### src/rtl/mgmt_pkg.sv
package mgmt_pkg;
  localparam int unsigned FRAME_BITS  = 64;
  localparam int unsigned RD_DRIVEN   = 46;  // bits driven on a read
  localparam int unsigned DATA_FIRST  = 48;  // index of the first data bit
  localparam logic [4:0]  BCAST_ADDR  = 5'd0;
  localparam logic [15:0] PWRDN_WORD  = 16'h0800;

  typedef struct packed {
    logic        write;
    logic [4:0]  phy;
    logic [4:0]  regad;
    logic [15:0] wdata;
  } mgmt_req_t;

  typedef enum logic [1:0] {SQ_BCAST, SQ_PRI, SQ_SEC, SQ_HOST} seq_state_e;
endpackage

### src/rtl/mdc_clkgen.sv
module mdc_clkgen #(
  parameter int unsigned HALF = 33
) (
  input  logic clk,
  input  logic rst_n,
  output logic mdc,
  output logic rise_tick,
  output logic fall_tick
);
  localparam int unsigned CW = (HALF > 1) ? $clog2(HALF) : 1;

  logic [CW-1:0] cnt_q, cnt_d;
  logic          mdc_q, mdc_d;
  logic          term;

  assign term = (cnt_q == CW'(HALF - 1));

  always_comb begin
    cnt_d = term ? '0 : cnt_q + 1'b1;
    mdc_d = term ? ~mdc_q : mdc_q;
  end

  always_ff @(posedge clk or negedge rst_n) begin
    if (!rst_n) begin
      cnt_q <= '0;
      mdc_q <= 1'b0;
    end else begin
      cnt_q <= cnt_d;
      mdc_q <= mdc_d;
    end
  end

  assign mdc       = mdc_q;
  assign rise_tick = term & ~mdc_q;
  assign fall_tick = term & mdc_q;
endmodule

### src/rtl/mgmt_req_fifo.sv
module mgmt_req_fifo
  import mgmt_pkg::*;
#(
  parameter int unsigned DEPTH = 2
) (
  input  logic      clk,
  input  logic      rst_n,
  input  logic      push,
  input  mgmt_req_t push_data,
  input  logic      pop,
  output mgmt_req_t head,
  output logic      empty,
  output logic      full
);
  localparam int unsigned AW = (DEPTH > 1) ? $clog2(DEPTH) : 1;
  localparam int unsigned NW = $clog2(DEPTH + 1);

  mgmt_req_t       mem_q [DEPTH];
  logic [AW-1:0]   wr_q, wr_d, rd_q, rd_d;
  logic [NW-1:0]   num_q, num_d;
  logic            do_push, do_pop;

  assign empty   = (num_q == '0);
  assign full    = (num_q == NW'(DEPTH));
  assign do_push = push & ~full;
  assign do_pop  = pop & ~empty;
  assign head    = mem_q[rd_q];

  always_comb begin
    wr_d  = wr_q;
    rd_d  = rd_q;
    num_d = num_q;
    if (do_push) wr_d = (wr_q == AW'(DEPTH - 1)) ? '0 : wr_q + 1'b1;
    if (do_pop)  rd_d = (rd_q == AW'(DEPTH - 1)) ? '0 : rd_q + 1'b1;
    if (do_push && !do_pop) num_d = num_q + 1'b1;
    else if (!do_push && do_pop) num_d = num_q - 1'b1;
  end

  always_ff @(posedge clk or negedge rst_n) begin
    if (!rst_n) begin
      wr_q  <= '0;
      rd_q  <= '0;
      num_q <= '0;
    end else begin
      wr_q  <= wr_d;
      rd_q  <= rd_d;
      num_q <= num_d;
    end
  end

  for (genvar g = 0; g < DEPTH; g++) begin : g_slot
    always_ff @(posedge clk) begin
      if (do_push && wr_q == AW'(g)) mem_q[g] <= push_data;
    end
  end
endmodule

### src/rtl/mgmt_frame_engine.sv
module mgmt_frame_engine
  import mgmt_pkg::*;
(
  input  logic        clk,
  input  logic        rst_n,
  input  logic        rise_tick,
  input  logic        fall_tick,
  input  logic        start,
  input  mgmt_req_t   req,
  input  logic        mdio_i,
  output logic        mdio_o,
  output logic        mdio_oe,
  output logic        active,
  output logic        done,
  output logic [15:0] rd_data
);
  localparam int unsigned CNTW = $clog2(FRAME_BITS + 1);

  logic                  act_q, act_d;
  logic                  wr_q, wr_d;
  logic [FRAME_BITS-1:0] sh_q, sh_d;
  logic [CNTW-1:0]       cnt_q, cnt_d;
  logic                  mdo_q, mdo_d;
  logic                  oe_q, oe_d;
  logic [15:0]           rsh_q, rsh_d;
  logic [15:0]           rd_q, rd_d;
  logic                  done_q, done_d;

  always_comb begin
    act_d  = act_q;
    wr_d   = wr_q;
    sh_d   = sh_q;
    cnt_d  = cnt_q;
    mdo_d  = mdo_q;
    oe_d   = oe_q;
    rsh_d  = rsh_q;
    rd_d   = rd_q;
    done_d = 1'b0;
    if (!act_q) begin
      if (start) begin
        act_d = 1'b1;
        wr_d  = req.write;
        cnt_d = '0;
        sh_d  = {32'hFFFF_FFFF, 2'b01,
                 req.write ? 2'b01 : 2'b10,
                 req.phy, req.regad,
                 req.write ? 2'b10 : 2'b00,
                 req.write ? req.wdata : 16'h0000};
      end
    end else begin
      if (fall_tick) begin
        if (cnt_q == CNTW'(FRAME_BITS)) begin
          act_d  = 1'b0;
          oe_d   = 1'b0;
          mdo_d  = 1'b1;
          done_d = 1'b1;
          if (!wr_q) rd_d = rsh_q;
        end else begin
          mdo_d = sh_q[FRAME_BITS-1];
          sh_d  = {sh_q[FRAME_BITS-2:0], 1'b0};
          oe_d  = wr_q | (cnt_q < CNTW'(RD_DRIVEN));
          cnt_d = cnt_q + 1'b1;
        end
      end
      if (rise_tick && !wr_q && cnt_q > CNTW'(DATA_FIRST)) begin
        rsh_d = {rsh_q[14:0], mdio_i};
      end
    end
  end

  always_ff @(posedge clk or negedge rst_n) begin
    if (!rst_n) begin
      act_q  <= 1'b0;
      wr_q   <= 1'b0;
      sh_q   <= '0;
      cnt_q  <= '0;
      mdo_q  <= 1'b1;
      oe_q   <= 1'b0;
      rsh_q  <= '0;
      rd_q   <= '0;
      done_q <= 1'b0;
    end else begin
      act_q  <= act_d;
      wr_q   <= wr_d;
      sh_q   <= sh_d;
      cnt_q  <= cnt_d;
      mdo_q  <= mdo_d;
      oe_q   <= oe_d;
      rsh_q  <= rsh_d;
      rd_q   <= rd_d;
      done_q <= done_d;
    end
  end

  assign mdio_o  = mdo_q;
  assign mdio_oe = oe_q;
  assign active  = act_q;
  assign done    = done_q;
  assign rd_data = rd_q;
endmodule

### src/rtl/mgmt_pwrup_master.sv
module mgmt_pwrup_master
  import mgmt_pkg::*;
#(
  parameter int unsigned MDC_HALF  = 33,
  parameter int unsigned REQ_DEPTH = 2
) (
  input  logic        clk,
  input  logic        rst_n,
  input  logic [4:0]  pri_addr,
  input  logic [4:0]  sec_addr,
  input  logic        req_valid,
  output logic        req_ready,
  input  logic        req_write,
  input  logic [4:0]  req_phy,
  input  logic [4:0]  req_reg,
  input  logic [15:0] req_wdata,
  output logic        busy,
  output logic        done,
  output logic [15:0] rd_data,
  output logic        mdc,
  output logic        mdio_o,
  output logic        mdio_oe,
  input  logic        mdio_i
);
  seq_state_e st_q, st_d;
  logic       launched_q, launched_d;
  logic       start, pop;
  logic       q_empty, q_full;
  logic       rise_tick, fall_tick;
  logic       eng_active, eng_done;
  mgmt_req_t  q_head, sel_req, in_req;

  assign in_req = '{write: req_write, phy: req_phy, regad: req_reg, wdata: req_wdata};

  mdc_clkgen #(.HALF(MDC_HALF)) clkgen_i (
    .clk(clk), .rst_n(rst_n), .mdc(mdc),
    .rise_tick(rise_tick), .fall_tick(fall_tick)
  );

  mgmt_req_fifo #(.DEPTH(REQ_DEPTH)) fifo_i (
    .clk(clk), .rst_n(rst_n),
    .push(req_valid), .push_data(in_req),
    .pop(pop), .head(q_head), .empty(q_empty), .full(q_full)
  );

  mgmt_frame_engine engine_i (
    .clk(clk), .rst_n(rst_n),
    .rise_tick(rise_tick), .fall_tick(fall_tick),
    .start(start), .req(sel_req), .mdio_i(mdio_i),
    .mdio_o(mdio_o), .mdio_oe(mdio_oe),
    .active(eng_active), .done(eng_done), .rd_data(rd_data)
  );

  always_comb begin
    st_d       = st_q;
    launched_d = launched_q;
    start      = 1'b0;
    pop        = 1'b0;
    sel_req    = '{write: 1'b1, phy: BCAST_ADDR, regad: 5'd0, wdata: PWRDN_WORD};
    unique case (st_q)
      SQ_BCAST: sel_req.phy = BCAST_ADDR;
      SQ_PRI:   sel_req.phy = pri_addr;
      SQ_SEC:   sel_req.phy = sec_addr;
      default:  sel_req     = q_head;
    endcase
    if (!launched_q && !eng_active && (st_q != SQ_HOST || !q_empty)) begin
      start      = 1'b1;
      pop        = (st_q == SQ_HOST);
      launched_d = 1'b1;
    end
    if (eng_done) begin
      launched_d = 1'b0;
      unique case (st_q)
        SQ_BCAST: st_d = SQ_PRI;
        SQ_PRI:   st_d = SQ_SEC;
        default:  st_d = SQ_HOST;
      endcase
    end
  end

  always_ff @(posedge clk or negedge rst_n) begin
    if (!rst_n) begin
      st_q       <= SQ_BCAST;
      launched_q <= 1'b0;
    end else begin
      st_q       <= st_d;
      launched_q <= launched_d;
    end
  end

  assign req_ready = ~q_full;
  assign busy      = (st_q != SQ_HOST) | launched_q | ~q_empty;
  assign done      = eng_done & (st_q == SQ_HOST);
endmodule

### config.mk
export PLATFORM = sky130hd
export DESIGN_NAME = mgmt_pwrup_master
export DESIGN_NICKNAME = d
export VERILOG_FILES = /design/src/rtl/mgmt_pkg.sv /design/src/rtl/mdc_clkgen.sv /design/src/rtl/mgmt_req_fifo.sv /design/src/rtl/mgmt_frame_engine.sv /design/src/rtl/mgmt_pwrup_master.sv
export SDC_FILE = /design/constraint.sdc
export NUM_CORES = 1
export LEC_CHECK = 0
export BUFFER_PORTS_ARGS = -buffer_cell sky130_fd_sc_hd__buf_2
export CELL_PAD_IN_SITES_DETAIL_PLACEMENT = 0
export CELL_PAD_IN_SITES_GLOBAL_PLACEMENT = 2
export CORE_ASPECT_RATIO = 0.7
export CORE_MARGIN = 2
export CORE_UTILIZATION = 35
export CTS_CLUSTER_DIAMETER = 150
export DETAILED_ROUTE_END_ITERATION = 10
export MAX_ROUTING_LAYER = met4
export PLACE_DENSITY_LB_ADDON = 0.15
export SYNTH_ARGS = -nofsm -noshare
export SYNTH_HDL_FRONTEND = slang
export SYNTH_HIERARCHICAL = 1
export SYNTH_SLANG_ARGS = --single-unit
### constraint.sdc
create_clock -name clk -period 3.2 [get_ports clk]
set_input_delay 0.16 -clock clk [delete_from_list [all_inputs] [get_ports clk]]
set_output_delay 0.16 -clock clk [all_outputs]
set_load 0.02 [all_outputs]
Yosys cells after proc, flatten, opt, wreduce, memory -nomap -nowiden
Memory sizes are Yosys's and may differ from the RTL's.
Index checks and enable logic that the tools add are counted.
{ "word_totals": {"regBits": 122, "latch_bits": 0, "mem_bits_rw": 54, "romBits": 0, "output_inout_bits": 22, "wordCells": 115, "memories": 1} }
{ "memory_table": {"columns": ["name", "words", "word_bits", "read_ports", "rd_clocked_by_memory_dff", "write_ports", "line_no", "rtl"], "rows": [
  ["fifo_i.mem_q", 2, 27, 1, 0, 1, "mgmt_req_fifo.sv:18", "mgmt_req_t mem_q [DEPTH];"]
]} }
{ "classes": {"n_addsub": 6, "multipliers": 0, "div": 0, "n_lt_le_gt_ge": 2, "n_eq_ne": 9, "shift": 0, "muxes": 40, "bitwise_logic": 14, "n_reduce_logical": 27} }
{ "op_table": {"columns": ["operator", "count"], "rows": [
  ["64-bit two-way mux", 4],
  ["7-bit two-way mux", 4],
  ["27-bit two-way mux", 1],
  ["27-bit OR reduction", 1],
  ["1-bit two-way mux", 22],
  ["21-bit two-way mux", 1],
  ["16-bit two-way mux", 1],
  ["5-bit one-hot mux with 3 select lines", 1],
  ["1-bit logical AND", 8],
  ["2-bit two-way mux", 4],
  ["7-bit by 1-bit adder with 7-bit output, second input constant", 1],
  ["7-bit == test, second input constant", 1],
  ["7-bit by 6-bit > comparator with 1-bit output, second input constant", 1],
  ["7-bit by 6-bit < comparator with 1-bit output, second input constant", 1],
  ["6-bit by 1-bit adder with 6-bit output, second input constant", 1],
  ["2-bit == test, second input constant", 3],
  ["6-bit == test, second input constant", 1],
  ["1-bit zero test", 6],
  ["6-bit two-way mux", 1],
  ["2-bit inequality test, second input constant", 3],
  ["1-bit NOT", 6],
  ["2-bit AND reduction", 3],
  ["2-bit nonzero test", 3],
  ["1-bit bitwise AND", 5],
  ["other kinds (11)", 15]
]} }

Depth between registers and ports, before layout
Gate-level depths: netlist (run 1).
{ "depth": {"depth_word": 9, "ltp_mapped": 10, "mapped_depth_nobuf": 8} }

By module
Netlist (run 1), hierarchy kept.
{ "modules_own_cells": {"columns": ["module", "instances", "cells_per_inst", "area_each_um2", "seq_area_each_um2"], "rows": [
  ["mgmt_frame_engine", 1, 399, 4949.7, 2703.8],
  ["mgmt_req_fifo", 1, 103, 2244.7, 1721.7],
  ["mgmt_pwrup_master", 1, 54, 460.4, 75.1],
  ["mdc_clkgen", 1, 28, 331.6, 175.2]
]} }

Least setup slack after synthesis (run 1)
OpenSTA, ideal clock, no wires.
{ "synth_timing": {"path_kind": "register to register", "from": "register clkgen_i.cnt_q[0]", "to": "register engine_i.rd_q[10] (netlist: engine_i/rd_data[10])", "t_arrival_ps": 2368, "setup_slack_ps": 707, "path_stages_with_launch": 11, "path_cell_list": "dfrtp_1 -> inv_1 -> ha_1 -> or3b_4 -> nor3b_4 -> and2_1 -> nand2_1 -> and4bb_1 -> buf_6 -> buf_12 -> mux2_4"} }
{ "synth_via": {"elab_chain_len": 3} }
{ "synth_rtl": {"columns": ["element", "line_no", "rtl"], "rows": [
  ["start, declared", "mdc_clkgen.sv:12", "logic [CW-1:0] cnt_q, cnt_d;"],
  ["start signal, assigned", "mdc_clkgen.sv:28", "cnt_q <= cnt_d;"],
  ["6-bit == test", "mdc_clkgen.sv:16", "assign term = (cnt_q == CW'(HALF - 1));"],
  ["1-bit bitwise AND", "mdc_clkgen.sv:35", "assign fall_tick = term & mdc_q;"],
  ["named net fall_tick", "mgmt_pwrup_master.sv:29", "logic rise_tick, fall_tick;"],
  ["4-bit AND reduction (no line)", null, null],
  ["end signal, assigned", "mgmt_frame_engine.sv:90", "rd_q <= rd_d;"],
  ["end, declared", "mgmt_frame_engine.sv:26", "logic [15:0] rd_q, rd_d;"]
]} }
The timed path passes the listed nets, and every way through them passes these cells.
A chain may end at the register's enable or synchronous reset.

Worst setup path in the final report (run 1)
{ "layout_timing": {"from": "register clkgen_i.cnt_q[0]", "to": "register engine_i.rd_q[0] (netlist: engine_i/rd_data[0])"} }
The elaborated chain is that of the path after synthesis.

==> run_results.csv, run 1 <==
group,metric,value,unit
status,status,"completed",
global_route,grt_first_pass_wirelength,26500,µm
routing,routed_wl,15900,µm
routing,wl_met3,487,µm
routing,first_pass_iters,4,
clock_network,cts_setup_buffers,0,
timing,slew_viol_final,0,
power_and_ir_drop,p_leak,0.00402,µW
synthesis,synth_cells,584,
timing,setup-tns-final,0,ps
synthesis,synth_area_per_cell,13.7,µm²
cells_and_area,area_growth,18.0,%
synthesis,synth-simple-area-share,7.22,%
worst_setup_path,critPathArrivalTime,3090,ps
power_and_ir_drop,p_sw_share,22.9,%
worst_hold_path,min_to,"fifo_i/wr_q$_DFFE_PN0P_",
synthesis,synth_edf_count,54,
clock_network,cts_buffers,17,
floorplan,rows,46,
place,portBuffers,62,
power_and_ir_drop,cellPowerDensity,544,nW/µm²
timing,fmax,360,MHz
worst_hold_path,hold_depth,3,
power_and_ir_drop,sequentialPowerShare,50.3,%
routing,routed-wl-met2,7110,µm
timing,period_share,86.9,%
routing,highest_layer,"met4",
place,gp_congestion,0.704,
cells_and_area,n_antenna_cell,0,
synthesis,yosysWarnings,6,
synthesis,synth_cell_types,54,
routing,vias_per_cell,4.92,
floorplan,io_pins,63,
clock_network,cts-root-buf,"clkbuf_16",
worst_setup_path,r2r-end,"engine_i/rd_data[0]$_DFFE_PN0P_",
power_and_ir_drop,p_int,3960,µW
synthesis,syn-num-nets,630,
global_route,antenna_found_initial,0,
synthesis,synth_xor_xnor_area_share,1.21,%
synthesis,synth_fa_ha_area_share,0.783,%
timing,tightest_slew,817,ps
place,place_ws,439,ps
clock_network,clkSinkCount,176,
power_and_ir_drop,ir_worst_vdd,0.000341,V
worst_setup_path,cp_max_fo,16,
floorplan,chipWidth,185,µm
routing,antenna_left,0,
clock_network,h-tree-depth,4,
synthesis,synth_area,7990,µm²
clock_network,holdBufCountCts,29,
synthesis,yosys_register_bits,176,
synthesis,async_flop_share,69.3,%
routing,dr.first_iter.drc_count,196,
timing,clock_skew,12.3,ps
timing,setup_slack,420,ps
global_route,overflow,0,
synthesis,synth_top_family_by_area,"multiplexers",
timing,finalHoldViolCount,0,
place,hpwlAfterDp,9750,µm
clock_network,clk_path_buf_depth,2,
clock_network,cts_tree,"done",
power_and_ir_drop,p_comb_share,7.5,%
worst_setup_path,start_kind,"flip-flop",
power_and_ir_drop,p_switching,1170,µW
worst_setup_path,path_class,"flip-flop to flip-flop",
clock_network,cts.repair.resized,0,
power_and_ir_drop,clockPowerShare,42.2,%
global_route,grt_max_degree,60,
worst_setup_path,endpoint_kind,"flip-flop",
timing,fin_crit,2780,ps
floorplan,core,22500,µm²
worst_setup_path,rrSetupSlack,420,ps
worst_hold_path,hold_class,"primary input to flip-flop",
timing,finalSetupViolations,0,
timing,slew_headroom,45.5,%
cells_and_area,nets,712,
worst_setup_path,r2r_cells,9,
timing,rsz0062_at_grt,"false",
routing,vias,4871,
routing,wl_per_cell,16.1,µm
global_route,grt_pass1_vias,4992,
synthesis,synthMuxAreaShare,17.2,%
floorplan,initial_utilization,35.5,%
global_route,track_usage,14.6,%
worst_setup_path,r2r_start,"clkgen_i/cnt_q[0]$_DFF_PN0_",
clock_network,cts.clk_slew.worst_paths,60,ps
synthesis,seq_area_frac_synth,58.5,%
worst_setup_path,worstPathRequired,3510,ps
synthesis,synth-compound-area-share,9.92,%
floorplan,die_area,24100,µm²
routing,drc,0,
synthesis,synth_ff_type,"dfrtp_1",
flow_run,cap_violations,0,
cells_and_area,drive_above_1_share,30.1,%
routing,met1_length,8160,µm
worst_hold_path,holdCritStartpoint,"req_valid",
floorplan,chipHeight,130,µm
clock_network,clkLatencyLatePin,430,ps
final cells by class:
class | count | area (µm²)
multi-input cells | 346 | 2910
flip-flops and latches | 176 | 4680
inverters | 15 | 56.3
well taps | 312 | 390
fillers | 2098 | 13100
clock buffers | 21 | 492
repair buffers | 110 | 783
clock inverters | 10 | 121
worst max-delay path, stage by stage (launching register included):
cell and delay [ps]:
dfrtp_1 420, inv_1 80, ha_1 130, or3b_4 390, nor3b_4 300, and2_1 300
nand2_1 100, and4bb_1 290, buf_4 280, mux2_2 370
routing by layer:
metal	GRT usage, %	vias up
li1	-	2305
met1	19.9	2480
met2	21.7	75
met3	3.35	11
met4	4.66	0
met5	-	-
worst max-delay path by stage:
stage	start	endpoint	slack, ps	depth (start not counted)
floorplan	clkgen_i/cnt_q[0]$_DFF_PN0_	engine_i/rd_data[10]$_DFFE_PN0P_	710	10
global placement	clkgen_i/cnt_q[0]$_DFF_PN0_	engine_i/cnt_q[1]$_DFFE_PN0P_	480	10
detailed placement	clkgen_i/cnt_q[0]$_DFF_PN0_	engine_i/rd_data[0]$_DFFE_PN0P_	440	9
CTS	clkgen_i/cnt_q[0]$_DFF_PN0_	engine_i/rd_data[0]$_DFFE_PN0P_	410	9
global route	clkgen_i/cnt_q[0]$_DFF_PN0_	engine_i/cnt_q[1]$_DFFE_PN0P_	230	10
finish	clkgen_i/cnt_q[0]$_DFF_PN0_	engine_i/rd_data[0]$_DFFE_PN0P_	420	9
flip-flops by register name, indices dropped and copies added (netlist names):
signal            count
engine_i/mdio_oe      1
st_q                  2
fifo_i/rd_q           1
engine_i/sh_q        64
engine_i/active       1
engine_i/rd_data     16
clkgen_i/mdc          1
fifo_i/mem_q         54
engine_i/wr_q         1
engine_i/rsh_q       16
clkgen_i/cnt_q        6
launched_q            1
fifo_i/wr_q           1
engine_i/done         1
engine_i/cnt_q        7
engine_i/mdio_o       1
fifo_i/num_q          2
synthesized netlist by cell type (all sizes together), types with 2 or more instances:
| library cell | number | share of area, % |
|---|---|---|
| o311ai | 2 | 0.22 |
| clkbuf | 21 | 1.1 |
| or2 | 2 | 0.16 |
| buf | 26 | 3.4 |
| nor2 | 44 | 2.1 |
| a21o | 4 | 0.38 |
| mux2i | 9 | 1.1 |
| nor3b | 3 | 0.42 |
| nand3 | 2 | 0.13 |
| and4bb | 2 | 0.31 |
| inv | 15 | 0.70 |
| or4b | 2 | 0.25 |
| o21ai | 2 | 0.13 |
| edfxtp | 54 | 20 |
| xnor2 | 8 | 0.88 |
| a211o | 2 | 0.22 |
| a31oi | 4 | 0.50 |
| nand2b | 2 | 0.16 |
| o211ai | 2 | 0.19 |
| nand2 | 12 | 0.56 |
| nor4 | 2 | 0.16 |
| and3 | 22 | 1.8 |
| mux2 | 101 | 16 |
| a21oi | 41 | 2.6 |
| nor2b | 4 | 0.41 |
| a211oi | 34 | 3.2 |
| xor2 | 3 | 0.33 |
| nand4 | 5 | 0.39 |
| dfrtp | 121 | 38 |
| a22o | 19 | 2.1 |
| ha | 5 | 0.78 |
per-stage QoR:
step	utilization (%)	power (µW)	cell area, µm²	std cells	hold slack (ps)
after floorplan	-	2830	7990	584	-136
after global placement	37.9	2990	8520	930	290
after detailed placement	37.9	3000	8520	930	298
after CTS	41.9	5220	9430	990	58.1
after global routing	41.9	5360	9430	990	83.6
final	41.9	5130	9430	990	80.3
layout by cell type (no fill, tap or decap), types with 3 or more instances in the layout:
cell type and count:
xnor2_1 8, ha_1 5, buf_4 17, a21o_1 4
mux2i_1 9, a22o_1 19, inv_1 15, clkinv_4 3
dlygate4sd3_1 29, and3_1 18, dfrtp_1 121, xor2_1 3
a21oi_1 41, mux2_1 25, nor2_1 42, clkbuf_16 18
a211oi_1 34, buf_2 61, clkbuf_8 3, mux2_4 39
nand2_1 12, buf_12 3, mux2_2 37, edfxtp_1 54
a31oi_1 3, and3_2 4, nand4_1 5
logic make-up (layout without fill, tap and decap cells):
group	count (synthesis)	count (layout)
compound gates	114	114
xor+xnor	11	11
mux	110	110
flops	176	176
buf+inv	62	156
simple gates	106	106
fa+ha+maj	5	5
power groups by stage:
stage | Clock, µW | Sequential, µW | Combinational, µW
final | 2170 | 2580 | 384
after global routing | 2340 | 2600 | 431
after CTS | 2240 | 2580 | 398
after detailed placement | 0 | 2630 | 370
after global placement | 0 | 2620 | 364
after floorplan | 0 | 2620 | 212
Power figures use the tool's default switching activity.
==> inputs of run 2 (changes only) <==
- CORE_UTILIZATION: 35 -> 38
- clock period: 3.2 -> 2.35 ns (I/O delays scaled with it)
==> run 2 against run 1 <==
Against the previous run: the flow now finishes with violations (negative setup slack); core utilization increased by 4.8 points; combinational power increased by 35%; power increased by 34%; sequential power increased by 36%; sequential share of layout area decreased by 1.2 points; non-clock buffer count increased by 20; final cell count decreased by 1.5%; die area decreased by 7.7%; clock-buffer cell count decreased by 2; register-to-register slack got worse by 490 ps; design area increased by 2.5%; setup slack got worse by 490 ps.
==> run_results.csv, run 2 (synthesis results as in run 1) <==
group,metric,value,unit
status,status,"finished with violations",
status,violations,"negative setup slack",
place,portBuffers,62,
worst_setup_path,rrSetupSlack,-70,ps
routing,wl_per_cell,16.5,µm
worst_setup_path,endpoint_kind,"flip-flop",
worst_setup_path,r2r_cells,9,
cells_and_area,finalCoreUtilization,46.7,%
worst_setup_path,cpPeakStageDelay,390,ps
routing,vias,4931,
worst_hold_path,holdCritStartpoint,"req_valid",
clock_network,h-tree-depth,4,
power_and_ir_drop,cellPowerDensity,714,nW/µm²
floorplan,rows,44,
worst_setup_path,critPathArrivalTime,2730,ps
worst_setup_path,path_cells,"inv_1 > ha_1 > or3b_4 > nor3b_4 > and2_4 > nand2_4 > and4bb_4 > clkbuf_16 > mux2_4",
timing,holdWs,33.3,ps
cells_and_area,layout_common_cells,"dfrtp_1 (121), buf_2 (61), edfxtp_1 (54), mux2_4 (47), nor2_1 (42)",
worst_setup_path,cp_max_fo,8,
routing,antenna_left,0,
power_and_ir_drop,power,6900,µW
clock_network,clk_path_buf_depth,2,
global_route,grt_pass1_vias,5038,
floorplan,initial_utilization,38.6,%
worst_setup_path,start_kind,"flip-flop",
power_and_ir_drop,p_leak,0.00414,µW
global_route,overflow,0,
timing,slew_headroom,51.3,%
floorplan,core,20700,µm²
routing,drc,0,
timing,finalSetupViolations,50,
place,gp_congestion,0.746,
routing,vias_per_cell,5.06,
timing,slew_viol_final,0,
place,hpwlAfterDp,9990,µm
cells_and_area,design_area,9660,µm²
place,placed_area,8620,µm²
power_and_ir_drop,ir_worst_vdd,0.000521,V
cells_and_area,drive_above_1_share,34.0,%
worst_setup_path,r2r_start,"clkgen_i/cnt_q[0]$_DFF_PN0_",
global_route,track_usage,15.5,%
floorplan,chipWidth,177,µm
worst_setup_path,path_class,"flip-flop to flip-flop",
cells_and_area,final_common_cell,"dfrtp_1",
cells_and_area,largest_reg_flops,64,
global_route,grt_max_degree,57,
worst_setup_path,crit_family,"simple AND/OR/NAND/NOR gates",
floorplan,io_pins,63,
flow_run,cap_violations,0,
clock_network,cts_tree,"done",
routing,dr.first_iter.drc_count,275,
worst_setup_path,crit_buf_inv,2,
timing,finalHoldViolCount,0,
worst_setup_path,worstPathRequired,2660,ps
floorplan,chipHeight,125,µm
timing,rsz0062_at_grt,"true",
clock_network,cts-root-buf,"clkbuf_16",
floorplan,die_area,22200,µm²
cells_and_area,nets,732,
cells_and_area,largest-register,"engine_i/sh_q",
cells_and_area,largestRegisters,"engine_i/sh_q (64), fifo_i/mem_q (54)",
timing,tightest_slew,727,ps
worst_hold_path,hold_depth,3,
timing,period_share,103,%
timing,clock_skew,12.5,ps
timing,fin_crit,2420,ps
timing,fmax,414,MHz
cells_and_area,area_growth,21.0,%
timing,setup_slack,-66.7,ps
clock_network,cts.clk_slew.worst_paths,70,ps
clock_network,cts_buffers,17,
routing,routed_wl,16100,µm
worst_setup_path,crit_slowest_cell,"or3b_4",
global_route,antenna_found_initial,0,
clock_network,clkSinkCount,176,
cells_and_area,n_antenna_cell,0,
worst_hold_path,hold_class,"primary input to flip-flop",
global_route,grt_first_pass_wirelength,26400,µm
routing,first_pass_iters,4,
worst_setup_path,r2r-end,"engine_i/rd_data[6]$_DFFE_PN0P_",
worst_hold_path,min_to,"fifo_i/wr_q$_DFFE_PN0P_",
clock_network,clkLatencyLatePin,420,ps
-- run 2: cell types whose count changed in the layout (fill, tap and decap cells not counted), moves of 3 or more --
| cell | before | now |
|---|---|---|
| a21oi_1 | 41 | 37 |
| a21oi_2 | 0 | 4 |
| inv_6 | 2 | 7 |
| mux2_2 | 37 | 31 |
| buf_6 | 0 | 3 |
| buf_4 | 17 | 30 |
| mux2_4 | 39 | 47 |
| clkinv_4 | 3 | 0 |
-- run 2: timing repair --
action	in CTS	in global routing
pin swaps	0	1
setup buffers	0	3
resized for setup	3	25
hold buffers	29	0
setup endpoints to repair	70	99
cloned	0	2
endpoints found under the hold margin	97	0
-- run 2: how the worst max path moves through the flow --
stage                                start                               end  slack, ps  cells past startpoint
3_5_place_dp       fifo_i/rd_q$_DFFE_PN0P_     engine_i/sh_q[29]$_DFFE_PN0P_       -100                      6
2_1_floorplan  clkgen_i/cnt_q[0]$_DFF_PN0_  engine_i/rd_data[10]$_DFFE_PN0P_        -50                     10
4_1_cts        clkgen_i/cnt_q[0]$_DFF_PN0_   engine_i/rd_data[0]$_DFFE_PN0P_        -60                      9
3_3_place_gp       fifo_i/rd_q$_DFFE_PN0P_     engine_i/sh_q[29]$_DFFE_PN0P_        -90                      6
5_1_grt        clkgen_i/cnt_q[1]$_DFF_PN0_   engine_i/rd_data[6]$_DFFE_PN0P_       -180                      9
6_report       clkgen_i/cnt_q[0]$_DFF_PN0_   engine_i/rd_data[6]$_DFFE_PN0P_        -70                      9
-- run 2: final cells by class --
| class | instances | area [µm²] |
|---|---|---|
| flip-flops and latches | 176 | 4680 |
| multi-input cells | 346 | 2990 |
| fillers | 1894 | 11000 |
| clock inverters | 13 | 145 |
| inverters | 15 | 56.3 |
| well taps | 276 | 345 |
| clock buffers | 19 | 443 |
| repair buffers | 130 | 1000 |
-- run 2: per-layer routing --
metal  vias up  part of all wire (%)  global-route usage, %
met5         -                     0                      -
met4         0                  0.74                   3.18
met3         8                   3.0                   3.65
met2        57                    44                   22.1
met1      2533                    52                   22.5
li1       2333                     -                      -
-- run 2: metrics by stage --
stage / setup TNS [ps] / setup slack (ps) / instances
floorplan: -482 / -48.2 / 584
global placement: -137 / -90.2 / 909
detailed placement: -758 / -95.9 / 909
CTS: -2020 / -61.6 / 970
global route: -10830 / -178 / 975
finish: -1540 / -66.7 / 975
-- run 2: power by group --
part | total [µW] | leakage [µW] | switching [µW] | internal [µW]
logic | 520 | 0.00187 | 294 | 226
registers | 3520 | 0.00198 | 76.7 | 3440
clock network | 2860 | 0.000290 | 1240 | 1620
total | 6900 | 0.00414 | 1610 | 5280
-- run 2: worst reg2reg max path, stage by stage (launching register included) --
cell       delay [ps]
dfrtp_1           380
inv_1              70
ha_1              130
or3b_4            390
nor3b_4           210
and2_4            210
nand2_4            70
and4bb_4          380
clkbuf_16         180
mux2_4            300
==> inputs of run 3 (changes only) <==
- REMOVE_ABC_BUFFERS: unset -> 1
==> run 3 against run 2 <==
Against the previous run: the run still ends with negative setup slack left; setup slack gained 4.4 ps; power decreased by 1.6%; routed wire length is 1.4% lower; critical path type unchanged; critical endpoint is now engine_i/sh_q[9]$_DFFE_PN0P_.
==> run_results.csv, run 3 (synthesis results as in run 1) <==
group,metric,value,unit
power_and_ir_drop,p_comb_share,8.2,%
power_and_ir_drop,sequentialPowerShare,51.6,%
worst_setup_path,cp.depth,10,
floorplan,initial_utilization,38.6,%
floorplan,io_pins,63,
timing,period_share,103,%
clock_network,cts_buffers,17,
timing,finalSetupViolations,52,
worst_setup_path,worstPathRequired,2660,ps
cells_and_area,nets,735,
clock_network,clkSinkCount,176,
routing,routed_wl,15900,µm
cells_and_area,largest-register,"engine_i/sh_q",
routing,vias_per_cell,4.91,
routing,antenna_left,0,
routing,first_pass_iters,6,
timing,fin_crit,2410,ps
timing,fmax,415,MHz
worst_setup_path,r2r_cells,10,
floorplan,rows,44,
worst_setup_path,start_kind,"flip-flop",
global_route,antenna_found_initial,0,
floorplan,core,20700,µm²
timing,clock_skew,11.7,ps
timing,slew_viol_final,0,
power_and_ir_drop,p_switching,1690,µW
worst_setup_path,cp_max_fo,12,
clock_network,cts.clk_slew.worst_paths,70,ps
timing,slew_headroom,58.8,%
worst_setup_path,crit_family,"simple AND/OR/NAND/NOR gates",
global_route,grt_max_degree,56,
floorplan,chipWidth,177,µm
flow_run,cap_violations,0,
power_and_ir_drop,p_leak,0.00415,µW
routing,drc,0,
clock_network,clk_path_buf_depth,2,
cells_and_area,n_antenna_cell,0,
clock_network,h-tree-depth,4,
worst_setup_path,crit_slowest_cell,"or3b_4",
status,status,"finished with violations",
clock_network,clkLatencyLatePin,430,ps
cells_and_area,drive_above_1_share,33.8,%
worst_setup_path,path_common_cell,"buf_6",
cells_and_area,area_growth,20.9,%
power_and_ir_drop,p_int,5100,µW
place,portBuffers,62,
worst_setup_path,crit_buf_inv,3,
power_and_ir_drop,clockPowerShare,40.2,%
power_and_ir_drop,p_sw_share,24.9,%
place,dp.cells,913,
timing,tightest_slew,618,ps
cells_and_area,largestRegisters,"engine_i/sh_q (64), fifo_i/mem_q (54)",
global_route,track_usage,15.9,%
routing,wl_per_cell,16.2,µm
floorplan,chipHeight,125,µm
worst_setup_path,endpoint_kind,"flip-flop",
power_and_ir_drop,cellPowerDensity,703,nW/µm²
timing,finalHoldViolCount,0,
worst_setup_path,critPathArrivalTime,2720,ps
cells_and_area,final_common_cell,"dfrtp_1",
worst_setup_path,path_cells,"inv_1 > ha_1 > or3b_4 > nor3b_4 > and2_4 > buf_6 > mux2i_4 > a31oi_4 > buf_6 > mux2_1",
cells_and_area,largest_reg_flops,64,
worst_setup_path,path_class,"flip-flop to flip-flop",
routing,vias,4802,
floorplan,die_area,22200,µm²
worst_hold_path,hold_class,"primary input to flip-flop",
worst_setup_path,cpPeakStageDelay,400,ps
cells_and_area,nFillCells,1880,
status,violations,"negative setup slack",
global_route,grt_pass1_vias,5115,
place,gp_congestion,0.754,
timing,setup_slack,-62.2,ps
power_and_ir_drop,ir_worst_vdd,0.000456,V
global_route,overflow,0,
cells_and_area,design_area,9660,µm²
cells_and_area,layout_common_cells,"dfrtp_1 (121), buf_2 (61), edfxtp_1 (54), mux2_4 (52), nor2_1 (42)",
clock_network,cts-root-buf,"clkbuf_16",
place,placed_area,8670,µm²
place,hpwlAfterDp,9880,µm
worst_hold_path,hold_depth,4,
cells_and_area,fin_cells,978,
timing,rsz0062_at_grt,"true",
worst_setup_path,rrSetupSlack,-60,ps
routing,dr.first_iter.drc_count,273,
global_route,grt_first_pass_wirelength,26800,µm
clock_network,cts_tree,"done",
run 3: cell count changes in the layout (fill, tap and decap cells not counted), moves of 4 or more:
cell,delta
inv_8,+4
a21oi_1,+4
a21oi_2,-4
mux2_1,-4
clkinv_4,+4
mux2_4,+5
run 3: timing repair:
item                                    CTS  global route
endpoints found under the setup margin   99           100
gates resized for setup                  16            13
gates cloned                              1             0
pin swaps                                 1             3
buffers inserted                          3             1
hold buffers                             30             0
endpoints found under the hold margin    97             0
run 3: final cells by class:
class | instances | area [µm²] | share of cell area, %
clock buffer | 17 | 425 | 4.40
clock inverter | 15 | 144 | 1.49
inverter | 15 | 56.3 | 0.583
multi-input combinational | 346 | 3000 | 31.0
sequential | 176 | 4680 | 48.4
tap | 276 | 345 | 3.58
timing repair buffer | 133 | 1010 | 10.5
run 3: per-stage QoR:
step	utilization, %	TNS (ps)	total power (µW)	hold slack [ps]	setup slack (ps)
after floorplan	-	-68990	3850	-178	-1080
after global placement	41.9	-3330	4070	173	-102
after detailed placement	41.9	-3790	4100	179	-117
after CTS	46.6	-2640	6910	155	-76.3
after global routing	46.7	-8150	7120	190	-154
final	46.7	-1910	6790	183	-62.2
run 3: routing by layer:
layer	share of wire [%]	global-route usage, %	wire length, µm	vias to the layer above
met5	0	-	0	-
met1	54	23.2	8540	2388
li1	-	-	-	2340
met3	3.3	3.95	516	8
met4	0.72	3.71	114	0
met2	42	22.2	6700	66
run 3: final timing paths:
check | from | endpoint
setup / recovery | clkgen_i/cnt_q[1]$_DFF_PN0_ | engine_i/sh_q[9]$_DFFE_PN0P_
hold reg to reg | engine_i/sh_q[23]$_DFFE_PN0P_ | engine_i/sh_q[23]$_DFFE_PN0P_
setup reg to reg | clkgen_i/cnt_q[1]$_DFF_PN0_ | engine_i/sh_q[9]$_DFFE_PN0P_
hold / removal | pri_addr[0] | engine_i/sh_q[23]$_DFFE_PN0P_
max in group asynchronous | rst_n | engine_i/sh_q[11]$_DFFE_PN0P_
min in group asynchronous | rst_n | clkgen_i/cnt_q[4]$_DFF_PN0_
run 3: worst register-to-register path, cell delays in order (launching register included):
cell	delay (ps)
dfrtp_1	380
inv_1	60
ha_1	120
or3b_4	400
nor3b_4	210
and2_4	180
buf_6	110
mux2i_4	70
a31oi_4	210
buf_6	210
mux2_1	350
run 3: power groups by stage:
stage                     clock network [µW]  registers (µW)  logic (µW)
after global routing                    2970            3520         617
after detailed placement                   0            3570         531
final                                   2730            3500         555
after floorplan                            0            3560         288
after CTS                               2830            3510         571
after global placement                     0            3560         509
